File: src/rtl/spim_pkg.sv
package spim_pkg;
  localparam int BYTE_W = 8;

  // control byte layout
  localparam int BIT_EN    = 0;
  localparam int BIT_MSTR  = 1;
  localparam int BIT_FLTEN = 2;
  localparam int BIT_FAULT = 3;
  localparam int BIT_COLL  = 4;
  localparam int BIT_OVR   = 5;
  localparam int BIT_DONE  = 6;
  localparam int BIT_BUSY  = 7;

  typedef struct packed {
    logic startXfer;
    logic abortXfer;
  } spimStrobes_t;
endpackage

File: src/rtl/spim_dp.sv
module spim_dp
  import spim_pkg::*;
#(
  parameter int DIV_W = 8
) (
  input  logic                 clk,
  input  logic                 rstN,
  input  spimStrobes_t         strobes,
  input  logic [BYTE_W-1:0]    txByte,
  input  logic [DIV_W-1:0]     clkDiv,
  input  logic                 miso,
  output logic                 sclk,
  output logic                 mosi,
  output logic                 xferDone,
  output logic [BYTE_W-1:0]    rxByte
);
  localparam int HALVES = 2 * BYTE_W;
  localparam int HALF_W = $clog2(HALVES);
  localparam logic [HALF_W-1:0] LAST_HALF = HALF_W'(HALVES - 1);

  logic                running;
  logic                sclkQ;
  logic [DIV_W-1:0]    divCnt;
  logic [HALF_W-1:0]   halfCnt;
  logic [BYTE_W-1:0]   txShift;
  logic [BYTE_W-1:0]   rxShift;
  logic                doneQ;

  always_ff @(posedge clk) begin
    if (!rstN) begin
      running <= 1'b0;
      sclkQ   <= 1'b0;
      divCnt  <= '0;
      halfCnt <= '0;
      txShift <= '0;
      rxShift <= '0;
      doneQ   <= 1'b0;
    end else begin
      doneQ <= 1'b0;
      if (strobes.abortXfer) begin
        running <= 1'b0;
        sclkQ   <= 1'b0;
        divCnt  <= '0;
      end else if (strobes.startXfer) begin
        running <= 1'b1;
        sclkQ   <= 1'b0;
        divCnt  <= '0;
        halfCnt <= '0;
        txShift <= txByte;
      end else if (running) begin
        if (divCnt == clkDiv) begin
          divCnt  <= '0;
          halfCnt <= halfCnt + 1'b1;
          sclkQ   <= ~sclkQ;
          if (!sclkQ) begin
            rxShift <= {rxShift[BYTE_W-2:0], miso};
          end else if (halfCnt == LAST_HALF) begin
            running <= 1'b0;
            doneQ   <= 1'b1;
          end else begin
            txShift <= {txShift[BYTE_W-2:0], 1'b0};
          end
        end else begin
          divCnt <= divCnt + 1'b1;
        end
      end
    end
  end

  assign sclk     = sclkQ;
  assign mosi     = txShift[BYTE_W-1];
  assign xferDone = doneQ;
  assign rxByte   = rxShift;

  // serial clock is parked low whenever no transfer runs
  p_sclk_idle_low_r3: assert property (@(posedge clk) disable iff (!rstN)
    !running |-> !sclkQ);

  // output bit is never changed on a rising serial edge
  p_mosi_hold_rise_r3: assert property (@(posedge clk) disable iff (!rstN)
    (running && $rose(sclkQ)) |-> $stable(txShift[BYTE_W-1]));

  // completion is a single-cycle event
  p_done_pulse_r2: assert property (@(posedge clk) disable iff (!rstN)
    doneQ |=> !doneQ);
endmodule

File: src/rtl/spim_ctrl.sv
module spim_ctrl
  import spim_pkg::*;
(
  input  logic                 clk,
  input  logic                 rstN,
  input  logic                 regWrEn,
  input  logic                 regRdEn,
  input  logic                 regAddr,
  input  logic [BYTE_W-1:0]    regWrData,
  input  logic                 csIn,
  input  logic                 faultLevel,
  input  logic                 irqEn,
  input  logic                 xferDone,
  input  logic [BYTE_W-1:0]    rxByte,
  output spimStrobes_t         strobes,
  output logic [BYTE_W-1:0]    regRdData,
  output logic                 irq
);
  logic busyQ, doneQ, ovrQ, collQ, faultQ, fltEnQ, mstrQ, enQ;
  logic rxUnread;
  logic [BYTE_W-1:0] rxHold;

  logic ctrlWr, dataWr, dataRd;
  logic enNext, mstrNext, fltEnNext;
  logic faultNow, abortNow, startNow, collideNow, dropNew;

  always_comb begin
    ctrlWr     = regWrEn && !regAddr;
    dataWr     = regWrEn && regAddr;
    dataRd     = regRdEn && regAddr;
    enNext     = ctrlWr ? regWrData[BIT_EN]    : enQ;
    mstrNext   = ctrlWr ? regWrData[BIT_MSTR]  : mstrQ;
    fltEnNext  = ctrlWr ? regWrData[BIT_FLTEN] : fltEnQ;
    faultNow   = enQ && mstrQ && fltEnQ && (csIn == faultLevel);
    abortNow   = busyQ && (faultNow || !(enNext && mstrNext));
    startNow   = dataWr && !busyQ && enQ && mstrQ && !faultNow;
    collideNow = dataWr && busyQ;
    dropNew    = xferDone && rxUnread && !dataRd;
  end

  assign strobes.startXfer = startNow;
  assign strobes.abortXfer = abortNow;

  always_ff @(posedge clk) begin
    if (!rstN) begin
      busyQ    <= 1'b0;
      doneQ    <= 1'b0;
      ovrQ     <= 1'b0;
      collQ    <= 1'b0;
      faultQ   <= 1'b0;
      fltEnQ   <= 1'b0;
      mstrQ    <= 1'b0;
      enQ      <= 1'b0;
      rxUnread <= 1'b0;
      rxHold   <= '0;
    end else begin
      if (startNow)                   busyQ <= 1'b1;
      else if (abortNow || xferDone)  busyQ <= 1'b0;

      doneQ  <= (ctrlWr ? regWrData[BIT_DONE]  : doneQ)  | xferDone;
      ovrQ   <= (ctrlWr ? regWrData[BIT_OVR]   : ovrQ)   | dropNew;
      collQ  <= (ctrlWr ? regWrData[BIT_COLL]  : collQ)  | collideNow;
      faultQ <= (ctrlWr ? regWrData[BIT_FAULT] : faultQ) | faultNow;
      fltEnQ <= fltEnNext;
      mstrQ  <= mstrNext && !faultNow;
      enQ    <= enNext;

      if (xferDone && !dropNew) begin
        rxHold   <= rxByte;
        rxUnread <= 1'b1;
      end else if (dataRd) begin
        rxUnread <= 1'b0;
      end
    end
  end

  assign regRdData = regAddr ? rxHold
                             : {busyQ, doneQ, ovrQ, collQ, faultQ, fltEnQ, mstrQ, enQ};
  assign irq = irqEn && (doneQ || ovrQ || collQ || faultQ);

  // busy only in active master mode
  p_busy_master_r10: assert property (@(posedge clk) disable iff (!rstN)
    busyQ |-> (enQ && mstrQ));

  // collision flags and leaves the running transfer alone
  p_collide_keep_r6: assert property (@(posedge clk) disable iff (!rstN)
    (collideNow && !abortNow && !xferDone) |=> (collQ && busyQ));

  // overrun keeps the older received byte
  p_overrun_keep_r5: assert property (@(posedge clk) disable iff (!rstN)
    dropNew |=> (ovrQ && $stable(rxHold)));

  // a fault stops the transfer and leaves master mode
  p_fault_stop_r7: assert property (@(posedge clk) disable iff (!rstN)
    faultNow |=> (faultQ && !busyQ && !mstrQ));

  // with detection off the fault flag moves only by software
  p_cs_ignored_r8: assert property (@(posedge clk) disable iff (!rstN)
    (!fltEnQ && !ctrlWr) |=> $stable(faultQ));

  // done flag is sticky without a control write
  p_done_sticky_r4: assert property (@(posedge clk) disable iff (!rstN)
    (doneQ && !ctrlWr) |=> doneQ);
endmodule

File: src/rtl/spi_fault_master.sv
module spi_fault_master
  import spim_pkg::*;
#(
  parameter int DIV_W = 8
) (
  input  logic                 clk,
  input  logic                 rstN,
  input  logic                 regWrEn,
  input  logic                 regRdEn,
  input  logic                 regAddr,
  input  logic [BYTE_W-1:0]    regWrData,
  output logic [BYTE_W-1:0]    regRdData,
  input  logic [DIV_W-1:0]     clkDiv,
  input  logic                 faultLevel,
  input  logic                 irqEn,
  input  logic                 csIn,
  input  logic                 miso,
  output logic                 sclk,
  output logic                 mosi,
  output logic                 irq
);
  spimStrobes_t        strobes;
  logic                xferDone;
  logic [BYTE_W-1:0]   rxByte;

  spim_ctrl ctrl_i (
    .clk       (clk),
    .rstN      (rstN),
    .regWrEn   (regWrEn),
    .regRdEn   (regRdEn),
    .regAddr   (regAddr),
    .regWrData (regWrData),
    .csIn      (csIn),
    .faultLevel(faultLevel),
    .irqEn     (irqEn),
    .xferDone  (xferDone),
    .rxByte    (rxByte),
    .strobes   (strobes),
    .regRdData (regRdData),
    .irq       (irq)
  );

  spim_dp #(.DIV_W(DIV_W)) dp_i (
    .clk      (clk),
    .rstN     (rstN),
    .strobes  (strobes),
    .txByte   (regWrData),
    .clkDiv   (clkDiv),
    .miso     (miso),
    .sclk     (sclk),
    .mosi     (mosi),
    .xferDone (xferDone),
    .rxByte   (rxByte)
  );
endmodule

File: config.mk
export PLATFORM = sky130hd
export DESIGN_NAME = spi_fault_master
export DESIGN_NICKNAME = d
export VERILOG_FILES = /design/src/rtl/spim_pkg.sv /design/src/rtl/spim_dp.sv /design/src/rtl/spim_ctrl.sv /design/src/rtl/spi_fault_master.sv
export SDC_FILE = /design/constraint.sdc
export NUM_CORES = 1
export LEC_CHECK = 0
export BUFFER_PORTS_ARGS = -buffer_cell sky130_fd_sc_hd__buf_2
export CORE_ASPECT_RATIO = 1.1
export CORE_MARGIN = 2
export CORE_UTILIZATION = 42
export CTS_CLUSTER_DIAMETER = 80
export DETAILED_ROUTE_END_ITERATION = 8
export SLEW_MARGIN = 20
export SYNTH_ARGS = -nofsm -noshare
export SYNTH_HDL_FRONTEND = slang
export SYNTH_SLANG_ARGS = --single-unit
export TNS_END_PERCENT = 1
File: constraint.sdc
create_clock -name clk -period 2.8 [get_ports clk]
set_input_delay 0.84 -clock clk [delete_from_list [all_inputs] [get_ports clk]]
set_output_delay 0.84 -clock clk [all_outputs]
set_load 0.05 [all_outputs]
* Yosys cells after proc, flatten, opt, wreduce, memory -nomap -nowiden
Cells that the tools add are included.
** Operators by class
- Add/subtract/negate cells :: 2
- $mul :: 0
- Divide/modulo/power cells :: 0
- Magnitude comparators :: 0
- Eq/ne operators :: 4
- Shift-type cells :: 0
- Mux-type cells :: 26
- Bitwise operators :: 10
- Reductions and logical operators :: 41
** Operators with widths (number)
- two-way mux 8 bit :: 7
- logical AND 1 bit :: 18
- two-way mux 1 bit :: 16
- two-way mux 4 bit :: 3
- AND reduction 5 bit :: 2
- nonzero test 2 bit :: 5
- adder 8 x 1 -> 8 bit, second input constant :: 1
- equality test 8 bit :: 1
- zero test 1 bit :: 6
- NOT 1 bit :: 6
- OR reduction 6 bit :: 1
- logical OR 1 bit :: 5
- adder 4 x 1 -> 4 bit, second input constant :: 1
- equality test 4 bit, second input constant :: 1
- OR 1 bit :: 4
- AND reduction 3 bit :: 1
- OR reduction 3 bit :: 1
- != test 2 bit, second input constant :: 1
- AND reduction 2 bit :: 1
- OR reduction 2 bit :: 1
- equality test 1 bit :: 1
** Storage, ports and cells
- Register bits after elaboration :: 48
- Latch bits :: 0
- Memory bits (writable) :: 0
- ROM bits :: 0
- Bits of input ports :: 25
- Output and inout port bits :: 11
- Logic and storage cells :: 100
- Memories kept :: 0

* Depth between registers and ports, before layout
- Depth after elaboration :: 10
- Depth in mapped cells :: 7
- Gate-level depth less buffers :: 5

* Hierarchy
A second synthesis with hierarchy kept.
** Second synthesis, totals
- Cell total of the unflattened synthesis :: 237
- Area, all modules :: 2347.3 um^2
** By module, submodules not included
- spim_dp :: times used 1, cells each 157, area each 1492.7 um^2, sequential area each 620.6 um^2
- spim_ctrl :: times used 1, cells each 80, area each 854.6 um^2, sequential area each 340.3 um^2

* Least setup slack after synthesis
No wires, ideal clock.
- Path type :: input to register
- From :: input regWrEn
- To :: register dp_i.rxShift[0], in the netlist dp_i.rxByte[0]
- Library setup time :: 0.120 ns
- Arrival :: 2.364 ns
- Data required time :: 2.680 ns
- Path slack :: 0.316 ns
- Cell stages on the path :: 7
- Buffers on the path :: 2
- Cells stage by stage :: nor2b_1 > buf_6 > mux2i_4 > a21boi_2 > or4_1 > buf_4 > mux2i_1
** On the way
- Cells in the longest elaborated chain, start to end :: 8
- Elaborated cells on any way between the ends :: 15
- Those cells by class :: mux (2); bitwise (2); reduce/logical (11)
** Ends and longest elaborated chain
- start: declaration :: line spi_fault_master.sv:8 : input logic regWrEn,
- logical AND 1 bit :: line spim_ctrl.sv:28 : ctrlWr = regWrEn && !regAddr;
- two-way mux 1 bit, on equally long branches :: line spim_ctrl.sv:31, spim_ctrl.sv:32
- logical AND 1 bit :: line spim_ctrl.sv:35 : abortNow = busyQ && (faultNow || !(enNext && mstrNext));
- zero test 1 bit :: line spim_ctrl.sv:35
- logical OR 1 bit :: line spim_ctrl.sv:35
- logical AND 1 bit :: line spim_ctrl.sv:35
- NOT 1 bit (no line)
- AND reduction 5 bit (no line) *
- end signal: assignment :: line spim_dp.sv:56 : rxShift <= {rxShift[BYTE_W-2:0], miso};
- end: declaration :: line spim_dp.sv:26 : logic [BYTE_W-1:0] rxShift;
Mark *: on every way between the ends. The rest lies on a longest branch, timed or not.
A chain may end at the register's enable or synchronous reset.

* Worst setup path after layout
- From :: input regAddr
- To :: output regRdData[7]
** On the way
- Cells in the longest elaborated chain, start to end :: 1
** Ends and longest elaborated chain
- start: declaration :: line spi_fault_master.sv:10 : input logic regAddr,
- two-way mux 8 bit :: line spim_ctrl.sv:77 : assign regRdData = regAddr ? rxHold
- end: declaration :: line spi_fault_master.sv:12 : output logic [BYTE_W-1:0] regRdData,
No other way between the ends.

==> run summary <==
CLOCKING
------------------------------------------------------------------------------
Cells resized by post-CTS repair                                             0
Root cell of the clock tree                                       sky130_fd_sc_hd__clkbuf_8
Clock tree from TritonCTS                                                  yes
TritonCTS Buffers                                                            5
Clock buffer depth                                                           2
Hold_buf cts                                                                 0
CTS clock-pin slew for the worst setup and hold paths                  0.08 ns
Number of post-CTS setup repair buffers                                      0
Clk Latency, worst-skew pair                                           0.30 ns
Sinks on the clock net                                                      48
Number of levels the H-tree was split into                                   2

POWER AND IR DROP
------------------------------------------------------------------------------
Leakage                                                               1.190 nW
Sequential Power Share                                                   0.567
Maximum ir drop on the vdd rail                                       191.2 uV
P_int                                                                0.9244 mW
Share of total power in combinational logic                              0.083
Fraction of power spent switching nets                                  0.2443
Power Dens Cells                                                  445.2 nW/um^2
Clk pwr share                                                            0.349
Sw Pwr                                                               0.2988 mW

TIMING
------------------------------------------------------------------------------
Shortest period the worst path allows                                 2.530 ns
Highest attainable clock frequency                                  0.3953 GHz
Final Slew Violations                                                        0
Hold Vio Cnt, Final                                                          0
Hold Worst Slack                                                     0.4699 ns
Worst clock skew                                                   0.007384 ns
Setup TNS                                                                 0 ns
Transition at the pin with the smallest max-transition slack         0.7055 ns
Relative max-transition margin                                          0.5257
Setup repair after global routing missed its margin                      false
Final worst-path cycle share                                            0.9035
Final Setup Violations                                                       0

GLOBAL ROUTE
------------------------------------------------------------------------------
Initial antenna violation count                                              0
All-layer global routing usage                                          0.1780
Vias in the first global route                                            1785
Global-route wire length before repair                                 8431 um
Maximum number of pins on one net before global-route repair                21
GR Overflow Total                                                            0

DETAILED ROUTING
------------------------------------------------------------------------------
Final routed wire length divided by cell count                        13.96 um
Ratio of routed vias to standard cells                                   5.230
DRC viols                                                                    0
Total number of vias                                                      1935
1st-iter DRT viols                                                         100
Total routed wirelength                                                5164 um
Number of detailed-routing iterations run before antenna repair              4
Post-route ant nets                                                          0

SETUP PATH
------------------------------------------------------------------------------
Most frequent cell on the critical path                           sky130_fd_sc_hd__buf_2
Critical path class                                                     in2out
Critical Path Source Type                                           input port
Critical path endpoint category                                     output pin
Crit path arrival time                                                 1.69 ns
Data required time at the worst endpoint                               1.96 ns
Crit path max fanout                                                        11
WP buf/inv                                                                   3
Crit path depth                                                              4
Longest individual stage delay on the worst path                       0.36 ns
Top cell family by delay on the critical path                     buffers and inverters
Crit path max-delay cell type                                     sky130_fd_sc_hd__mux2_2
Crit-path cells                                                   buf_2, buf_4, mux2_2, buf_2
Logic depth of the worst register-to-register path                           5

SYNTHESIS
------------------------------------------------------------------------------
Count of different cell masters after synthesis                             43
Number of register bits inferred by synthesis                               48
Post-Synthesis Net Count                                                   282
Synthesized area per cell                                           9.288 um^2
Instance count of the mapped netlist                                       255
Yosys warnings                                                               0
Post-Syn Area                                                        2369 um^2
Sequential area share after synthesis                                   0.4057

FLOORPLAN
------------------------------------------------------------------------------
Die ar.                                                              6257 um^2
Vertical die dimension                                                82.76 um
Die boundary width                                                    75.60 um
Initial core utilization                                                0.4362
Core region area                                                     5430 um^2
Total I/O pin count                                                         36
Std cell rows                                                               28

MIN PATH
------------------------------------------------------------------------------
Classification of the worst-slack hold path                            reg2reg
Hold Path Stages                                                             2

FINAL LAYOUT
------------------------------------------------------------------------------
Post-layout net count                                                      321
Area of combinational cells with multiple inputs                     1328 um^2
Antenna fix cells                                                            0
Share of post-route cells with drive strength above 1                   0.2373
Area growth, synth to finish                                            16.01%
Register cell area after layout                                     960.9 um^2
FILL cells                                                                 509

RUN STATUS
------------------------------------------------------------------------------
Outcome                                                           finished clean

PLACED DESIGN
------------------------------------------------------------------------------
RD Place Congestion                                                     0.7605
DP HPWL                                                                3777 um
Port Buf Inserts                                                            35

JOB
------------------------------------------------------------------------------
Max-cap violation count                                                      0

-- stage by stage --
stage	utilization	cell area [um^2]	setup WS, ns	std cells	power, mW
4_1_cts	0.5060	2748	0.2651	370	1.240
3_3_place_gp	0.4889	2655	0.06499	362	0.8119
2_1_floorplan	-	2369	0.3159	255	0.7734
3_5_place_dp	0.4889	2655	0.07449	362	0.8123
6_report	0.5060	2748	0.2702	370	1.223
5_1_grt	0.5060	2748	0.1784	370	1.277
-- layout by cell type, fill, tap and decap left out, types with 2 or more instances in the layout --
| master | n |
|---|---|
| sky130_fd_sc_hd__a221o_1 | 7 |
| sky130_fd_sc_hd__nor2b_1 | 2 |
| sky130_fd_sc_hd__a31oi_1 | 3 |
| sky130_fd_sc_hd__xor2_1 | 10 |
| sky130_fd_sc_hd__nand2_1 | 25 |
| sky130_fd_sc_hd__o21a_1 | 9 |
| sky130_fd_sc_hd__nor3_1 | 2 |
| sky130_fd_sc_hd__clkbuf_8 | 6 |
| sky130_fd_sc_hd__a21oi_1 | 18 |
| sky130_fd_sc_hd__inv_1 | 4 |
| sky130_fd_sc_hd__buf_4 | 11 |
| sky130_fd_sc_hd__buf_2 | 35 |
| sky130_fd_sc_hd__mux2_2 | 8 |
| sky130_fd_sc_hd__dfxtp_1 | 48 |
| sky130_fd_sc_hd__nand2b_1 | 5 |
| sky130_fd_sc_hd__clkinv_2 | 2 |
| sky130_fd_sc_hd__xnor2_1 | 5 |
| sky130_fd_sc_hd__nor2_1 | 22 |
| sky130_fd_sc_hd__or4_1 | 4 |
| sky130_fd_sc_hd__and2_1 | 7 |
| sky130_fd_sc_hd__o21ai_0 | 3 |
| sky130_fd_sc_hd__mux2i_1 | 22 |
| sky130_fd_sc_hd__a211oi_1 | 2 |
| sky130_fd_sc_hd__nand3b_1 | 2 |
| sky130_fd_sc_hd__nand3_1 | 7 |
| sky130_fd_sc_hd__nand4_1 | 7 |
| sky130_fd_sc_hd__ha_1 | 2 |
| sky130_fd_sc_hd__nor4_4 | 2 |
-- synth_stat cells, drive strengths merged --
library cell | instances | area share
a211oi | 2 | 0.0063
a21bo | 1 | 0.0042
a21boi | 2 | 0.0079
a21oi | 18 | 0.038
a221o | 7 | 0.030
a22oi | 1 | 0.0032
a31oi | 3 | 0.0079
and2 | 8 | 0.021
and3 | 1 | 0.0026
buf | 3 | 0.010
clkbuf | 11 | 0.017
dfxtp | 48 | 0.41
ha | 2 | 0.011
inv | 4 | 0.0063
mux2 | 8 | 0.038
mux2i | 23 | 0.10
nand2 | 25 | 0.040
nand2b | 5 | 0.013
nand3 | 8 | 0.019
nand3b | 2 | 0.0063
nand4 | 7 | 0.018
nand4b | 1 | 0.0037
nor2 | 22 | 0.035
nor2b | 2 | 0.0053
nor3 | 2 | 0.0042
nor4 | 3 | 0.023
nor4b | 1 | 0.0037
o2111ai | 1 | 0.0037
o21a | 9 | 0.029
o21ai | 3 | 0.0063
o41a | 1 | 0.0048
or2 | 1 | 0.0026
or3 | 1 | 0.0026
or4 | 4 | 0.013
xnor2 | 5 | 0.018
xor2 | 10 | 0.037
-- metal layers --
metal / routed length, um / GRT usage / vias up / part of all wire
met2: 2359 / 0.2800 / 37 / 0.46
met1: 2547 / 0.2366 / 910 / 0.49
met5: 0 / 0 / - / 0
met3: 185 / 0.04490 / 6 / 0.036
met4: 72 / 0.05965 / 0 / 0.014
li1: - / - / 982 / -
-- state kept, by name, summed over array words and instances, names as in the netlist, 4 cells and up --
name           count
ctrl_i.rxHold      8
dp_i.divCnt        8
dp_i.rxByte        8
dp_i.txShift       8
dp_i.halfCnt       4
-- power groups by stage --
stage / combinational, mW / sequential (mW) / clock, mW
6_report: 0.102 / 0.694 / 0.427
5_1_grt: 0.112 / 0.695 / 0.470
4_1_cts: 0.103 / 0.694 / 0.443
3_5_place_dp: 0.103 / 0.710 / 0
3_3_place_gp: 0.102 / 0.709 / 0
2_1_floorplan: 0.0664 / 0.707 / 0
-- tightest hold or removal path: cells and delay by family (launching register included) --
family / cells / cell delay [ns]
flip-flops: 1 / 0.32
multiplexers: 1 / 0.05
AND/OR/NAND/NOR: 1 / 0.06
-- logic make-up after synthesis --
logic type / share of synthesized area
simple gates: 0.2134
fa+ha+maj: 0.01056
buf+inv: 0.03381
flops: 0.4057
compound gates: 0.1405
mux: 0.1405
xor+xnor: 0.05546
-- path summary, 6_finish.rpt --
check / end / slack (ns) / from
setup / recovery: regRdData[7] / 0.27 / regAddr
hold reg to reg: dp_i.rxByte[7]$_SDFFE_PN0P_ / 0.47 / dp_i.rxByte[7]$_SDFFE_PN0P_
setup reg to reg: dp_i.txShift[5]$_SDFFE_PN0P_ / 0.63 / dp_i.divCnt[2]$_SDFFE_PP0P_
hold / removal: dp_i.rxByte[7]$_SDFFE_PN0P_ / 0.47 / dp_i.rxByte[7]$_SDFFE_PN0P_
-- cell type report --
type	instances	share of cell area
inverters	4	0.005464
flip-flops and latches	48	0.3497
clock buffers	6	0.03005
multi-input cells	189	0.4831
repair buffers	46	0.09381
clock inverters	2	0.003643
well taps	75	0.03415
Note: power is estimated with default switching activity, not from simulation.
